[config.mk]
export PLATFORM = sky130hd
export DESIGN_NAME = clkEnGen
export DESIGN_NICKNAME = d
export VERILOG_FILES = /design/src/rtl/clkEnPkg.sv /design/src/rtl/clkEnLockTimer.sv /design/src/rtl/clkEnCtrl.sv /design/src/rtl/clkEnDatapath.sv /design/src/rtl/clkEnGen.sv
export SDC_FILE = /design/constraint.sdc
export NUM_CORES = 1
export LEC_CHECK = 0
export ABC_AREA = 0
export BUFFER_PORTS_ARGS = -buffer_cell sky130_fd_sc_hd__buf_2
export CORE_ASPECT_RATIO = 1.1
export CORE_UTILIZATION = 50
export DETAILED_ROUTE_END_ITERATION = 6
export GPL_TIMING_DRIVEN = 0
export HOLD_SLACK_MARGIN = 0.02
export PLACE_DENSITY = 0.69
export SETUP_SLACK_MARGIN = 0.1
export SKIP_CTS_REPAIR_TIMING = 1
export SYNTH_ARGS = -nofsm -noshare
export SYNTH_HDL_FRONTEND = slang
export SYNTH_HIERARCHICAL = 1
export SYNTH_SLANG_ARGS = --single-unit
[constraint.sdc]
create_clock -name clk -period 2.7 [get_ports clk]
set_clock_uncertainty 0.05 [all_clocks]
set_input_delay 0 -clock clk [delete_from_list [all_inputs] [get_ports clk]]
set_output_delay 0 -clock clk [all_outputs]
set_load 0.01 [all_outputs]
[src/rtl/clkEnPkg.sv]
package clkEnPkg;

  localparam int SLOW_DIV = 6;
  localparam int BUS_DIV  = 3;
  localparam int MID_DIV  = 3;
  localparam int FAST_DIV = 2;

  typedef enum logic [1:0] {
    SRC_PLL    = 2'd0,
    SRC_BYPASS = 2'd1,
    SRC_SCAN   = 2'd2
  } clkSrc_t;

  typedef enum logic [1:0] {
    RATIO_DIV6 = 2'd0,
    RATIO_DIV3 = 2'd1,
    RATIO_DIV2 = 2'd2
  } cpuRatio_t;

  typedef struct packed {
    logic      valid;
    clkSrc_t   src;
    cpuRatio_t ratio;
    logic      directEn;
  } ctrlStrobes_t;

endpackage

[src/rtl/clkEnLockTimer.sv]
module clkEnLockTimer #(
  parameter int REF_DIV    = 24,
  parameter int LOCK_TICKS = 8125
) (
  input  logic clk,
  input  logic rstN,
  input  logic pllLocked,
  output logic timerDone
);

  localparam int REF_W = (REF_DIV > 1) ? $clog2(REF_DIV) : 1;
  localparam int CNT_W = $clog2(LOCK_TICKS + 1);
  localparam logic [REF_W-1:0] REF_LAST = REF_W'(REF_DIV - 1);
  localparam logic [CNT_W-1:0] CNT_DONE = CNT_W'(LOCK_TICKS);

  logic [REF_W-1:0] refCnt;
  logic [CNT_W-1:0] lockCnt;
  logic             refTick;

  assign refTick   = (refCnt == REF_LAST);
  assign timerDone = (lockCnt == CNT_DONE);

  always_ff @(posedge clk or negedge rstN) begin
    if (!rstN) begin
      refCnt  <= '0;
      lockCnt <= '0;
    end else if (!pllLocked) begin
      refCnt  <= '0;
      lockCnt <= '0;
    end else if (!timerDone) begin
      refCnt <= refTick ? '0 : refCnt + 1'b1;
      if (refTick) lockCnt <= lockCnt + 1'b1;
    end
  end

  AST_TIMER_BOUND: assert property (@(posedge clk) disable iff (!rstN)
    lockCnt <= CNT_DONE);

  AST_TIMER_RESTART: assert property (@(posedge clk) disable iff (!rstN)
    !pllLocked |=> (lockCnt == '0));

endmodule

[src/rtl/clkEnCtrl.sv]
module clkEnCtrl
  import clkEnPkg::*;
(
  input  logic         clk,
  input  logic         rstN,
  input  logic [1:0]   strapSel,
  input  logic         timerDone,
  input  logic         pllLocked,
  input  logic         bypassSel,
  input  logic         extEn,
  input  logic         scanMode,
  input  logic         scanEn,
  output ctrlStrobes_t strobes,
  output logic         lockState,
  output logic         cfgErr
);

  logic [1:0] strapQ;
  logic       strapLatched;
  cpuRatio_t  ratio;

  always_ff @(posedge clk or negedge rstN) begin
    if (!rstN) begin
      strapQ       <= 2'b00;
      strapLatched <= 1'b0;
      cfgErr       <= 1'b0;
    end else if (!strapLatched) begin
      strapQ       <= strapSel;
      strapLatched <= 1'b1;
      cfgErr       <= (strapSel == 2'b11);
    end
  end

  always_comb begin
    unique case (strapQ)
      2'b01:   ratio = RATIO_DIV3;
      2'b10:   ratio = RATIO_DIV2;
      default: ratio = RATIO_DIV6;
    endcase
  end

  assign lockState = timerDone && pllLocked;

  always_comb begin
    strobes.valid = lockState;
    strobes.ratio = ratio;
    if (scanMode) begin
      strobes.src      = SRC_SCAN;
      strobes.directEn = scanEn;
    end else if (bypassSel) begin
      strobes.src      = SRC_BYPASS;
      strobes.directEn = extEn;
    end else begin
      strobes.src      = SRC_PLL;
      strobes.directEn = extEn;
    end
  end

  AST_STRAP_HOLD: assert property (@(posedge clk) disable iff (!rstN)
    strapLatched |=> $stable(strapQ));

  AST_CFG_STICKY: assert property (@(posedge clk) disable iff (!rstN)
    cfgErr |=> cfgErr);

  AST_LOCK_REPORT: assert property (@(posedge clk) disable iff (!rstN)
    !pllLocked |-> !lockState);

endmodule

[src/rtl/clkEnDatapath.sv]
module clkEnDatapath
  import clkEnPkg::*;
(
  input  logic         clk,
  input  logic         rstN,
  input  ctrlStrobes_t strobes,
  output logic         cpuEn,
  output logic         busEn,
  output logic         perEn,
  output logic         cpuBusMark
);

  localparam int PHASE_W = $clog2(SLOW_DIV);
  localparam logic [PHASE_W-1:0] PHASE_LAST = PHASE_W'(SLOW_DIV - 1);

  logic [PHASE_W-1:0] phase;
  logic               runPll;
  logic               cpuHit;
  logic               busHit;
  logic               perHit;
  logic               modePllQ;

  assign runPll = (strobes.src == SRC_PLL) && strobes.valid;
  assign busHit = ((int'(phase) % BUS_DIV) == 0);
  assign perHit = (phase == '0);

  always_comb begin
    unique case (strobes.ratio)
      RATIO_DIV3: cpuHit = ((int'(phase) % MID_DIV) == 0);
      RATIO_DIV2: cpuHit = ((int'(phase) % FAST_DIV) == 0);
      default:    cpuHit = perHit;
    endcase
  end

  always_ff @(posedge clk or negedge rstN) begin
    if (!rstN)        phase <= '0;
    else if (!runPll) phase <= '0;
    else              phase <= (phase == PHASE_LAST) ? '0 : phase + 1'b1;
  end

  always_ff @(posedge clk or negedge rstN) begin
    if (!rstN) begin
      cpuEn      <= 1'b0;
      busEn      <= 1'b0;
      perEn      <= 1'b0;
      cpuBusMark <= 1'b0;
      modePllQ   <= 1'b0;
    end else begin
      modePllQ <= (strobes.src == SRC_PLL);
      if (strobes.src == SRC_PLL) begin
        cpuEn      <= runPll && cpuHit;
        busEn      <= runPll && busHit;
        perEn      <= runPll && perHit;
        cpuBusMark <= runPll && cpuHit && busHit;
      end else begin
        cpuEn      <= strobes.directEn;
        busEn      <= strobes.directEn;
        perEn      <= strobes.directEn;
        cpuBusMark <= strobes.directEn;
      end
    end
  end

  AST_NO_EARLY_EN: assert property (@(posedge clk) disable iff (!rstN)
    (strobes.src == SRC_PLL && !strobes.valid) |=> !(cpuEn || busEn || perEn));

  AST_ALIGNED: assert property (@(posedge clk) disable iff (!rstN)
    (modePllQ && perEn) |-> (busEn && cpuEn));

  AST_BUS_GAP: assert property (@(posedge clk) disable iff (!rstN)
    (modePllQ && busEn) |=> (!busEn || !modePllQ));

  AST_MARK: assert property (@(posedge clk) disable iff (!rstN)
    cpuBusMark |-> (cpuEn && busEn));

  AST_DIRECT: assert property (@(posedge clk) disable iff (!rstN)
    (strobes.src != SRC_PLL) |=> (perEn == $past(strobes.directEn)));

endmodule

[src/rtl/clkEnGen.sv]
module clkEnGen
  import clkEnPkg::*;
#(
  parameter int PLL_MHZ = 300,
  parameter int REF_KHZ = 12500,
  parameter int LOCK_US = 650
) (
  input  logic       clk,
  input  logic       rstN,
  input  logic [1:0] strapSel,
  input  logic       pllLocked,
  input  logic       bypassSel,
  input  logic       extEn,
  input  logic       scanMode,
  input  logic       scanEn,
  output logic       cpuEn,
  output logic       busEn,
  output logic       perEn,
  output logic       cpuBusMark,
  output logic       lockState,
  output logic       cfgErr
);

  localparam int REF_DIV    = (PLL_MHZ * 1000) / REF_KHZ;
  localparam int LOCK_TICKS = (REF_KHZ * LOCK_US) / 1000;

  ctrlStrobes_t strobes;
  logic         timerDone;

  clkEnLockTimer #(
    .REF_DIV    (REF_DIV),
    .LOCK_TICKS (LOCK_TICKS)
  ) i_lockTimer (
    .clk       (clk),
    .rstN      (rstN),
    .pllLocked (pllLocked),
    .timerDone (timerDone)
  );

  clkEnCtrl i_ctrl (
    .clk       (clk),
    .rstN      (rstN),
    .strapSel  (strapSel),
    .timerDone (timerDone),
    .pllLocked (pllLocked),
    .bypassSel (bypassSel),
    .extEn     (extEn),
    .scanMode  (scanMode),
    .scanEn    (scanEn),
    .strobes   (strobes),
    .lockState (lockState),
    .cfgErr    (cfgErr)
  );

  clkEnDatapath i_datapath (
    .clk        (clk),
    .rstN       (rstN),
    .strobes    (strobes),
    .cpuEn      (cpuEn),
    .busEn      (busEn),
    .perEn      (perEn),
    .cpuBusMark (cpuBusMark)
  );

endmodule

# After elaboration in Yosys (flattened, before gate mapping)
# Cells that the tools add are included.
# W data, S select, Z words.
[word_totals] regBits=29 inputBits=9 output_inout_bits=6
[op_classes] addsub=3 div_mod_pow=1 eq_ne=10 n_mux=17 reduce_logical=11
[op_table] operator="$logic_not A32 Y1" count=2
[op_table] operator="$mux W13" count=3
[op_table] operator="$mod A4 B3 Y32 const B" count=1
[op_table] operator="$mux W5" count=3
[op_table] operator="$add A13 B1 Y13 const B" count=1
[op_table] operator="$eq A13 B13 Y1 const B" count=1
[op_table] operator="$eq A2 B2 Y1 const B" count=3
[op_table] operator="$logic_and A1 B1 Y1" count=6
[op_table] operator="$mux W1" count=6
[op_table] operator="$mux W3" count=2
[op_table] operator="$add A5 B1 Y5 const B" count=1
[op_table] operator="$eq A5 B5 Y1 const B" count=1
[op_table] operator="$eq A2 B1 Y1 const B" count=2
[op_table] operator="$pmux W2 S2" count=1
[op_table] operator="$add A3 B1 Y3 const B" count=1
[op_table] operator="$eq A3 B3 Y1 const B" count=1
[op_table] operator="$logic_not A3 Y1" count=1
[op_table] operator="$logic_not A2 Y1" count=1
[op_table] operator="$mux W2" count=1
[op_table] operator="$ne A2 B1 Y1 const B" count=1
[op_table] operator="$ne A2 B2 Y1 const B" count=1
[op_table] operator="$pmux W1 S2" count=1
[op_table] operator="$reduce_and A2 Y1" count=1

# Longest topological paths before layout
[logic_depth] ltp_word=7 mapped_depth=11 ltp_nobuf=9

# By module
# Netlist, hierarchy kept.
[modules_own_cells] mod="clkEnLockTimer" instances=1 cells_each=103 area_per_inst_um2=1038.5 seq_area_each_um2=450.4
[modules_own_cells] mod="clkEnDatapath" instances=1 cells_each=43 area_per_inst_um2=439.2 seq_area_each_um2=175.2
[modules_own_cells] mod="clkEnCtrl" instances=1 cells_each=17 area_per_inst_um2=197.7 seq_area_each_um2=100.1

# Worst setup path before layout
# Ideal clock, no wire load.
[synth_timing] path_kind="register to register" start="register i_lockTimer.lockCnt[1]" end="register i_datapath.cpuEn" setup_time_ns=0.066 arrival_time_ns=2.231 path_slack_ns=0.353 stages_incl_launch_ff=12 path_cell_list="dfrtp_1 -> inv_1 -> ha_1 -> nand4b_2 -> or3_4 -> clkinv_2 -> buf_6 -> and2_1 -> buf_4 -> nand2_1 -> o311ai_1 -> o31a_1"
[synth_between] elab_chain_len=5
[synth_rtl] item="from (decl)" line_no="clkEnLockTimer.sv:17" rtl="logic [CNT_W-1:0] lockCnt;"
[synth_rtl] item="from (signal assigned)" line_no="clkEnLockTimer.sv:32" rtl="if (refTick) lockCnt <= lockCnt + 1'b1;"
[synth_rtl] item="$eq A13 B13 Y1" line_no="clkEnLockTimer.sv:21" rtl="assign timerDone = (lockCnt == CNT_DONE);"
[synth_rtl] item="named net timerDone" line_no="clkEnGen.sv:28" rtl="logic timerDone;"
[synth_rtl] item="$logic_and A1 B1 Y1" line_no="clkEnCtrl.sv:42" rtl="assign lockState = timerDone && pllLocked;"
[synth_rtl] item="named net lockState" line_no="clkEnGen.sv:20" rtl="output logic lockState,"
[synth_rtl] item="$logic_and A1 B1 Y1" line_no="clkEnDatapath.sv:23" rtl="assign runPll = (strobes.src == SRC_PLL) && strobes.valid;"
[synth_rtl] item="$logic_and A1 B1 Y1" line_no="clkEnDatapath.sv:51" rtl="cpuEn <= runPll && cpuHit;"
[synth_rtl] item="$mux W1" line_no="clkEnDatapath.sv:50" rtl="if (strobes.src == SRC_PLL) begin"
[synth_rtl] item="to (signal assigned)" line_no="clkEnDatapath.sv:51"
[synth_rtl] item="to (signal assigned)" line_no="clkEnDatapath.sv:56" rtl="cpuEn <= strobes.directEn;"
[synth_rtl] item="to (decl)" line_no="clkEnDatapath.sv:7" rtl="output logic cpuEn,"
# The timed path passes the listed nets, and every way through them passes these cells.
# A chain may end at the register's enable or synchronous reset.

==> results.cfg <==
[routing]
wl_per_cell_um = 14.82
via_count = 1276
viasPerCell = 5.748
ant_nets = 0
drt-total-wl_um = 3290
post-route-drc-count = 0
drtIter0Drc = 48
dr.pass1.iters = 4

[power]
peakVddDrop_uv = 263.8
internal_power_mw = 0.6047
netSwitchingPower_mw = 0.1920
power_mw = 0.7967
p_leak_nw = 0.8480
pwr_density_cell_mw_per_mm2 = 420.3
sw_frac_of_total_pct = 24.10
sequentialPowerShare_pct = 57.2
power_frac_clock_pct = 33.2
combPwrFrac_pct = 9.6

[logic_synthesis]
ys.flop_type = dfrtp_1
syn_area_per_cell_um2 = 10.28
synth-seq-cells = 29
synthesis.area_mm2 = 0.001675
syn-num-nets = 179
yosysSeqAreaShare_pct = 43.32
yosysUniqueCellTypes = 49
synth_cells = 163
synth-async-reset-ratio_pct = 100.0
synth-edff-count = 0
yosysWarnings = 6

[die]
die_area_mm2 = 0.003586
num_io_pins = 15
rows = 21
die_h_um = 62.71
die_width_um = 57.19
start_util_pct = 53.58
core_area_mm2 = 0.003127

[global_routing]
first_global_vias = 1260
grt_max_degree = 30
grt_overflow = 0
antenna_found_initial = 0
grt_pass1_wl_um = 5513
grt_use_total_pct = 20.16

[placement]
place_congestion = 0.8490
dp_hpwl_um = 2345
port_buffers = 14
dp_slack_ps = 128.4

[sta]
drv_slew = 0
max_slew_margin_pct = 56.05
setup_ws_ps = 271.6
hold_viol = 0
min_period_ps = 2428
max_freq_mhz = 411.8
hold_ws_ps = 25.67
worstMarginPinSlew_ps = 659.2
period_share_pct = 89.94
setup_violations = 0
rsz0062_at_grt = no
setup-tns-final_ps = 0

[setup_path]
cp-start-kind = flop
end_kind = flop
path_max_fanout = 10
cp.required_ps = 2920
critPathKind = reg -> reg
cp_data_arrival_time_ps = 2650
r2r_slack_ps = 270

[layout]
syn_to_final_growth_pct = 13.14
fin_util_pct = 60.62
fin_nets = 204
antenna_cells = 0
n_fill_cell = 281
drive_gt1_share_pct = 23.40

[cts]
cts_root_buf = clkbuf_4
clk_path_buf_depth = 2
cts.sinks = 29
clk_latency_ps = 330
tritoncts = yes
clk_pin_slew_ps = 90
numCtsBuffers = 5
cts-htree-levels = 2

[min_path]
hp-class = in -> reg

[status]
outcome = complete, no violations

[job]
drv_cap = 0
[layer usage]
layer  up-vias  track usage, %  share of wire, %
met5         -               0                 0
met1       612           25.47                47
met4         0           7.927               1.9
met2        14           31.76                48
met3         8           6.625               2.9
li1        642               -                 -
[through the flow]
stage               std cells  instance area [um^2]
global placement          211                  1788
detailed placement        211                  1788
CTS                       218                  1843
global route              222                  1896
finish                    222                  1896
floorplan                 163                  1675
[critical path, stage by stage, from the launching register on]
cell and delay [ps]:
dfrtp_2 450, inv_1 70, ha_1 150, nand4b_2 190
or3_4 420, clkinv_2 120, buf_6 150, and2_1 140
buf_4 110, nand2_2 80, o311ai_2 260, o31a_1 190
[cells in the final DEF (no fill, tap or decap), types with 4 or more instances in the layout]
master and count:
nand2b_1 5, nand2_1 16, o21ai_0 5, nand4_1 5
o31ai_1 4, a21oi_1 10, clkbuf_4 5, buf_2 14
ha_1 7, nor2_1 9, nor2b_1 6, inv_1 4
dfrtp_1 27, dlygate4sd3_1 4
[cell families (layout without fill, tap and decap cells)]
family                   after synthesis  after routing  synth area share, %
XOR/XNOR                               3              3                1.569
multiplexers                           6              6                4.257
flip-flops                            29             29                43.32
AO/OA/AOI/OAI                         35             35                15.76
buffers and inverters                 12             37                4.555
other                                  2              2               0.4483
AND/OR/NAND/NOR                       69             69                24.87
adder cells (fa/ha/maj)                7              7                5.228
[worst paths after layout]
check / from / end / cells past startpoint
setup / recovery: i_lockTimer/lockCnt[1]$_DFFE_PN0P_ / i_datapath/cpuEn$_DFF_PN0_ / 11
hold / removal: extEn / i_datapath/perEn$_DFF_PN0_ / 4
hold reg to reg: i_ctrl/cfgErr$_DFFE_PN0N_ / i_ctrl/cfgErr$_DFFE_PN0N_ / 2
min in group asynchronous: rstN / i_lockTimer/refCnt[0]$_DFFE_PN0P_ / 2
setup reg to reg: i_lockTimer/lockCnt[1]$_DFFE_PN0P_ / i_datapath/cpuEn$_DFF_PN0_ / 11
max in group asynchronous: rstN / i_lockTimer/lockCnt[1]$_DFFE_PN0P_ / 2
[synthesized netlist by cell type, types with 2 or more instances]
| master | number | area (um^2) |
|---|---|---|
| o31a_1 | 2 | 17.52 |
| conb_1 | 2 | 7.510 |
| or4_1 | 3 | 22.52 |
| xor2_1 | 3 | 26.28 |
| o21a_1 | 2 | 15.01 |
| nor2b_1 | 6 | 37.54 |
| mux2i_1 | 3 | 30.03 |
| nand4_2 | 2 | 25.02 |
| nor3_1 | 3 | 15.01 |
| mux2_4 | 2 | 30.03 |
| ha_1 | 7 | 87.58 |
| nand2b_1 | 5 | 31.28 |
| nor2_1 | 9 | 33.78 |
| nand4_1 | 5 | 31.28 |
| dfrtp_1 | 29 | 725.7 |
| o41ai_1 | 2 | 17.52 |
| buf_6 | 3 | 33.78 |
| nand2_1 | 17 | 63.81 |
| nor4_1 | 2 | 12.51 |
| and2_1 | 3 | 18.77 |
| a21oi_1 | 10 | 50.05 |
| buf_4 | 2 | 15.01 |
| or3_2 | 3 | 22.52 |
| o21ai_0 | 5 | 25.02 |
| clkbuf_1 | 2 | 7.510 |
| o31ai_1 | 4 | 30.03 |
| inv_1 | 4 | 15.01 |
| nand3_1 | 2 | 10.01 |
[sequential cells by signal (all words and copies together) (netlist names)]
name                   cells
i_datapath/cpuBusMark      1
i_lockTimer/lockCnt       13
i_ctrl/cfgErr              1
i_ctrl/strapLatched        1
i_datapath/perEn           1
i_datapath/phase           3
i_lockTimer/refCnt         5
i_ctrl/strapQ              2
i_datapath/busEn           1
i_datapath/cpuEn           1
[power groups by stage]
stage / Combinational (mW) / Clock [mW] / Sequential, mW
5_1_grt: 0.0885 / 0.295 / 0.458
2_1_floorplan: 0.0391 / 0 / 0.466
4_1_cts: 0.0710 / 0.275 / 0.456
3_5_place_dp: 0.0709 / 0 / 0.465
3_3_place_gp: 0.0685 / 0 / 0.464
6_report: 0.0765 / 0.264 / 0.456
[cell type report]
type                    count  area [um^2]  share of cell area [%]
plain buffers               7        56.30                   2.970
flip-flops and latches     29        728.2                   38.42
clock buffers               7        55.05                   2.904
well taps                  34        42.54                   2.244
repair buffers             18        110.1                   5.809
multi-input cells         122        883.3                   46.60
inverters                   5        20.02                   1.056
Note: power is estimated with default switching activity, not from simulation.
